--- src/rtl/csrf_pkg.sv ---
package csrf_pkg;

  localparam int NUM_ALIAS = 3;
  localparam int NUM_PLAIN = 11;
  localparam int NUM_CSR   = 2 * NUM_ALIAS + NUM_PLAIN;

  // alias slots: 0 status, 1 enable, 2 pending
  localparam int AL_STATUS = 0;
  localparam int AL_ENABLE = 1;
  localparam int AL_PEND   = 2;

  // plain register slots
  localparam int PL_MISA  = 0;
  localparam int PL_MTVEC = 1;

  localparam logic [31:0] STATUS_VIEW_MASK = 32'h0000_0133;
  localparam logic [31:0] INT_VIEW_MASK    = 32'h0000_0333;

  localparam int TIMER_PEND_BIT = 7;
  localparam int GLOBAL_IE_BIT  = 3;

  // Index order: machine alias views, supervisor alias views, plain registers
  function automatic logic [11:0] csr_addr_of(input int idx);
    case (idx)
      0:  csr_addr_of = 12'h300;
      1:  csr_addr_of = 12'h304;
      2:  csr_addr_of = 12'h344;
      3:  csr_addr_of = 12'h100;
      4:  csr_addr_of = 12'h104;
      5:  csr_addr_of = 12'h144;
      6:  csr_addr_of = 12'h301;
      7:  csr_addr_of = 12'h305;
      8:  csr_addr_of = 12'h340;
      9:  csr_addr_of = 12'h341;
      10: csr_addr_of = 12'h342;
      11: csr_addr_of = 12'h343;
      12: csr_addr_of = 12'h105;
      13: csr_addr_of = 12'h140;
      14: csr_addr_of = 12'h141;
      15: csr_addr_of = 12'h142;
      default: csr_addr_of = 12'h143;
    endcase
  endfunction

  function automatic logic [31:0] view_mask_of(input int slot);
    view_mask_of = (slot == AL_STATUS) ? STATUS_VIEW_MASK : INT_VIEW_MASK;
  endfunction

endpackage

--- src/rtl/csrf_decode.sv ---
module csrf_decode #(
  parameter int ADDR_W = 12,
  parameter int N      = csrf_pkg::NUM_CSR
) (
  input  logic [ADDR_W-1:0] addr,
  output logic [N-1:0]      hit
);
  for (genvar i = 0; i < N; i++) begin : g_cmp
    localparam logic [11:0] A = csrf_pkg::csr_addr_of(i);
    assign hit[i] = (addr == A[ADDR_W-1:0]);
  end
endmodule

--- src/rtl/csrf_alias_reg.sv ---
module csrf_alias_reg #(
  parameter int         W         = 32,
  parameter logic [W-1:0] VIEW_MASK = '0,
  parameter logic [W-1:0] HW_MASK   = '0
) (
  input  logic         clk,
  input  logic         rst,
  input  logic         full_we,
  input  logic         view_we,
  input  logic [W-1:0] wdata,
  input  logic [W-1:0] hw_val,
  output logic [W-1:0] q
);
  logic [W-1:0] sw_next;

  always_comb begin
    sw_next = q;
    if (full_we)
      sw_next = wdata;
    else if (view_we)
      sw_next = (q & ~VIEW_MASK) | (wdata & VIEW_MASK);
  end

  always_ff @(posedge clk) begin
    if (rst) q <= '0;
    else     q <= (sw_next & ~HW_MASK) | (hw_val & HW_MASK);
  end
endmodule

--- src/rtl/csrf_plain_bank.sv ---
module csrf_plain_bank #(
  parameter int           W           = 32,
  parameter int           N           = csrf_pkg::NUM_PLAIN,
  parameter logic [W-1:0] MTVEC_RESET = 32'h8000_0020,
  parameter logic [W-1:0] ISA_RESET   = 32'h4000_1100
) (
  input  logic                clk,
  input  logic                rst,
  input  logic                we,
  input  logic [N-1:0]        sel,
  input  logic [W-1:0]        wdata,
  output logic [N-1:0][W-1:0] q
);
  for (genvar i = 0; i < N; i++) begin : g_reg
    localparam logic [W-1:0] RV = (i == csrf_pkg::PL_MTVEC) ? MTVEC_RESET :
                                  (i == csrf_pkg::PL_MISA)  ? ISA_RESET   : '0;
    always_ff @(posedge clk) begin
      if (rst)                q[i] <= RV;
      else if (we && sel[i])  q[i] <= wdata;
    end
  end
endmodule

--- src/rtl/csr_file.sv ---
module csr_file #(
  parameter int              XLEN        = 32,
  parameter int              ADDR_W      = 12,
  parameter logic [XLEN-1:0] MTVEC_RESET = 32'h8000_0020,
  parameter logic [XLEN-1:0] ISA_RESET   = 32'h4000_1100
) (
  input  logic              clk,
  input  logic              rst,
  input  logic              csr_rd_en,
  input  logic              csr_wr_en,
  input  logic [ADDR_W-1:0] csr_addr,
  input  logic [XLEN-1:0]   csr_wdata,
  input  logic              timer_line,
  output logic [XLEN-1:0]   csr_rdata,
  output logic              csr_illegal,
  output logic              timer_irq
);
  import csrf_pkg::*;

  localparam int SUP_BASE   = NUM_ALIAS;
  localparam int PLAIN_BASE = 2 * NUM_ALIAS;

  logic [NUM_CSR-1:0]              hit;
  logic [NUM_ALIAS-1:0][XLEN-1:0]  alias_q;
  logic [NUM_PLAIN-1:0][XLEN-1:0]  plain_q;
  logic [NUM_CSR-1:0][XLEN-1:0]    view_val;
  logic [XLEN-1:0]                 timer_hw;
  logic [XLEN-1:0]                 status_q, ie_q, ip_q, mtvec_q;

  csrf_decode #(.ADDR_W(ADDR_W), .N(NUM_CSR)) u_dec (
    .addr(csr_addr),
    .hit (hit)
  );

  assign timer_hw = XLEN'(timer_line) << TIMER_PEND_BIT;

  for (genvar a = 0; a < NUM_ALIAS; a++) begin : g_alias
    localparam logic [XLEN-1:0] HWM = (a == AL_PEND) ?
                                      (XLEN'(1) << TIMER_PEND_BIT) : '0;
    csrf_alias_reg #(
      .W        (XLEN),
      .VIEW_MASK(XLEN'(view_mask_of(a))),
      .HW_MASK  (HWM)
    ) u_reg (
      .clk    (clk),
      .rst    (rst),
      .full_we(csr_wr_en && hit[a]),
      .view_we(csr_wr_en && hit[SUP_BASE+a]),
      .wdata  (csr_wdata),
      .hw_val (timer_hw),
      .q      (alias_q[a])
    );
    assign view_val[a]          = alias_q[a];
    assign view_val[SUP_BASE+a] = alias_q[a] & XLEN'(view_mask_of(a));
  end

  csrf_plain_bank #(
    .W          (XLEN),
    .N          (NUM_PLAIN),
    .MTVEC_RESET(MTVEC_RESET),
    .ISA_RESET  (ISA_RESET)
  ) u_bank (
    .clk  (clk),
    .rst  (rst),
    .we   (csr_wr_en),
    .sel  (hit[NUM_CSR-1:PLAIN_BASE]),
    .wdata(csr_wdata),
    .q    (plain_q)
  );

  for (genvar p = 0; p < NUM_PLAIN; p++) begin : g_pview
    assign view_val[PLAIN_BASE+p] = plain_q[p];
  end

  always_comb begin
    csr_rdata = '0;
    for (int i = 0; i < NUM_CSR; i++)
      if (hit[i]) csr_rdata = csr_rdata | view_val[i];
  end

  assign csr_illegal = (csr_rd_en || csr_wr_en) && !(|hit);

  assign status_q = alias_q[AL_STATUS];
  assign ie_q     = alias_q[AL_ENABLE];
  assign ip_q     = alias_q[AL_PEND];
  assign mtvec_q  = plain_q[PL_MTVEC];

  assign timer_irq = ip_q[TIMER_PEND_BIT] && ie_q[TIMER_PEND_BIT] &&
                     status_q[GLOBAL_IE_BIT];
endmodule

--- config.mk ---
export PLATFORM = sky130hd
export DESIGN_NAME = csr_file
export DESIGN_NICKNAME = d
export VERILOG_FILES = /design/src/rtl/csrf_pkg.sv /design/src/rtl/csrf_decode.sv /design/src/rtl/csrf_alias_reg.sv /design/src/rtl/csrf_plain_bank.sv /design/src/rtl/csr_file.sv
export SDC_FILE = /design/constraint.sdc
export NUM_CORES = 1
export LEC_CHECK = 0
export ABC_CLOCK_PERIOD_IN_PS = 2700
export CAP_MARGIN = 20
export CORE_MARGIN = 5
export CORE_UTILIZATION = 30
export CTS_BUF_LIST = sky130_fd_sc_hd__clkbuf_4
export DETAILED_ROUTE_END_ITERATION = 6
export DONT_BUFFER_PORTS = 1
export HOLD_SLACK_MARGIN = 0.1
export PLACE_DENSITY = 0.5
export REMOVE_ABC_BUFFERS = 1
export SLEW_MARGIN = 25
export SYNTH_ARGS = -nofsm -noshare
export SYNTH_HDL_FRONTEND = slang
export SYNTH_SLANG_ARGS = --single-unit
--- constraint.sdc ---
create_clock -name clk -period 2.7 [get_ports clk]
set_input_delay 0.27 -clock clk [delete_from_list [all_inputs] [get_ports clk]]
set_output_delay 0.27 -clock clk [all_outputs]
set_load 0.005 [all_outputs]
==> metrics.txt <==
status finished clean; Period minus WS final 2.679 ns; clock slew at reported path FFs 0.08 ns; flop2flop setup slack 0.92 ns; DRC 0; sw frac 25.21%; Sequential Power Share 48.8%; Slowest cell on crit path a2111oi_1; cell area after synthesis 19910 um2; nets 3366; total wire length 102500 um; synth top area cells dfxtp_1, nand2_1, a21oi_1; clk buf depth 3; Leak Pwr 12.34 nW; Total GRT Usage 27.58%; Clock Skews 0 ns; Worst Setup Start Kind flop; Yosys reg bits 448; die area 71620 um2; critical path class reg -> out; wire per inst 23.95 um; initial antenna violation count 7; Hold Startpoint csr_wr_en; Netlist cell types 66; clk sink count 448; Syn Inst Count 2574; area growth from synthesis to layout 51.63%; Tightest Pin Transition 0.8958 ns; final setup fails 0; CP bufs+invs 0; clock root cell clkbuf_4; Final Hold Fails 0; Pint 10.12 mW; Max Fclk 373.3 MHz; Finished Layout Cells 4278; WP data arrival 2.41 ns; first-pass GRT wire length 149500 um; fraction of layout cells with a size suffix above 1 13.28%; Post-synth top flop dfxtp_1; via/cell ratio 5.534; die span in x 267.6 um; H-tree depth 3; area taken by multi-input logic gates 10050 um2; Routability Congestion 0.9081; largest net degree at the start of global routing 201; IO Port Bufs 0; Initial Util 30.28%; CTS tree built; hpwl dp 55670 um; vias 23670; Syn Area/Cell 7.735 um2; CTS Buf Count 120; Sequential cell area 8970 um2; hold endpoint g_alias[0].u_reg.q[1]; Row Count 94; grt ovf 0; Max Fanout on Critical Path 2; TNS Setup 0 ns; hold-critical path depth 4; min-delay worst type in -> reg; Post-synth ARST share 0%; largest vdd supply drop 0.2441 mV; Worst setup EP type output port; CP required 2.43 ns; RSZ-0062 raised after global routing yes; Antenna Violating Nets Remaining 0; Clock Latency Late Sink 0.93 ns; vias in the first global route 23830; Seq/Total Area, Yosys 45.05%; delay-heaviest family, CP compound AO/OA/AOI/OAI gates; Max-Cap Viols 0; pwr/cell area 448.4 nW/um2; warnings from Yosys 0; crit share post-route 99.23%; worst reg2reg path endpoint g_alias[0].u_reg.q[4]; I/O pin cnt 83; Clock Power Share 47.2%; leading cell types by count after synthesis nand2_1, a21oi_1, dfxtp_1; core area 65750 um2; Pre-antenna DRT Iters 6; max incr delay on CP 0.39 ns; Logic pwr share 4.0%; placed insts 3351; top-count cell post-synth nand2_1; fin. max-slew vios 0; Post-synth EDFFs 0; Synth top area share 45.05%; largest area contributor in the netlist dfxtp_1; R2R Path Start g_alias[0].u_reg.q[4]; Die H 267.6 um; DR iter-0 viols 2795; Net Sw Power 3.412 mW; crit-path cells mux2i_2 -> nor3_1 -> a2111oi_1 -> o2111ai_2; fill cell count 6357; max_slew headroom 40.21%; reg2reg path depth 4
[timing repair]
item                                    4_1_cts  5_1_grt
setup buffers                                 0        3
resized for setup                            14       13
endpoints found under the setup margin        9       15
pin swaps                                     4        3
hold endpoints to repair                    448        0
hold buffers                                705        0
[stage by stage]
| step | hold slack, ns | power (mW) | util (%) | setup slack (ns) | cell area [um2] |
|---|---|---|---|---|---|
| CTS | 0.1864 | 13.54 | 45.76 | -0.01479 | 30090 |
| floorplan | 0.3391 | 6.881 | - | -1.167 | 18790 |
| global route | 0.2662 | 13.96 | 45.91 | -0.05903 | 30180 |
| finish | 0.2626 | 13.54 | 45.92 | 0.02090 | 30190 |
| global placement | 0.3961 | 7.022 | 32.48 | 0.1917 | 21360 |
| detailed placement | 0.4079 | 7.022 | 32.48 | 0.1870 | 21360 |
[sequential cells by signal, summed over array words and instances, names as in the netlist]
signal,flops
g_alias.u_reg.q,96
u_bank.q,352
[power groups by stage]
stage,Sequential (mW),Clock (mW),Combinational [mW]
2_1_floorplan,6.76,0,0.123
3_3_place_gp,6.76,0,0.264
3_5_place_dp,6.76,0,0.264
4_1_cts,6.61,6.42,0.517
5_1_grt,6.60,6.81,0.544
6_report,6.61,6.39,0.541
[area by class of cell]
| cell class | instances | area share [%] |
|---|---|---|
| antenna | 3 | 0.02487 |
| clock inverter | 18 | 0.3150 |
| timing repair buffer | 855 | 28.11 |
| multi-input combinational | 1890 | 33.31 |
| tap | 864 | 3.581 |
| inverter | 2 | 0.02487 |
| clock buffer | 198 | 4.924 |
| sequential | 448 | 29.71 |
[layout by cell type, fill, tap and decap left out, types with 12 or more instances in the layout]
| cell type | netlist | routed |
|---|---|---|
| nand2_1 | 914 | 914 |
| buf_4 | 11 | 128 |
| dlygate4sd3_1 | 0 | 702 |
| nor3_4 | 6 | 14 |
| buf_12 | 0 | 21 |
| dfxtp_1 | 448 | 447 |
| o21ai_0 | 15 | 14 |
| clkinv_1 | 0 | 14 |
| nor3_1 | 23 | 22 |
| a21oi_1 | 452 | 452 |
| nand3_1 | 53 | 46 |
| mux2_2 | 32 | 32 |
| o32ai_1 | 13 | 13 |
| a22oi_1 | 41 | 37 |
| mux2i_1 | 85 | 82 |
| clkbuf_4 | 0 | 198 |
| a22o_1 | 12 | 12 |
| a32oi_1 | 18 | 18 |
| o22ai_1 | 15 | 15 |
| nor2_1 | 47 | 47 |
| nand4_1 | 22 | 22 |
[layer usage]
metal  global-route usage [%]  up-vias  wire (um)
li1                         -    10360          -
met1                    34.39    11430      38570
met4                    14.39        8       6023
met3                    6.991      381      11890
met2                    44.13     1491      45910
met5                        0        -         77
[worst register-to-register path: cells and delay by family (launching register included)]
family,cells,cell delay [ns]
buf+inv,2,1.12
simple gates,1,0.07
compound gates,1,0.16
flops,1,0.37
[cell families (layout without fill, tap and decap cells)]
logic type	count (synthesis)	in the layout	synth area share [%]
AND/OR/NAND/NOR	1134	1134	24.23
flip-flops	448	448	45.05
other	0	3	0
AO/OA/AOI/OAI	635	635	18.53
buffers and inverters	236	1073	5.656
multiplexers	121	121	6.536
[how the worst max path moves through the flow]
stage,start,endpoint,slack [ns],cells after the start
after floorplan,csr_addr[3],u_bank.q[192],-1.17,4
after CTS,u_bank.q[100],csr_rdata[4],-0.01,5
after global routing,u_bank.q[45],csr_rdata[13],-0.06,5
final,u_bank.q[278],csr_rdata[22],0.02,4
after detailed placement,csr_addr[0],csr_rdata[8],0.19,6
after global placement,csr_addr[0],csr_rdata[8],0.19,6
Power figures use the tool's default switching activity.
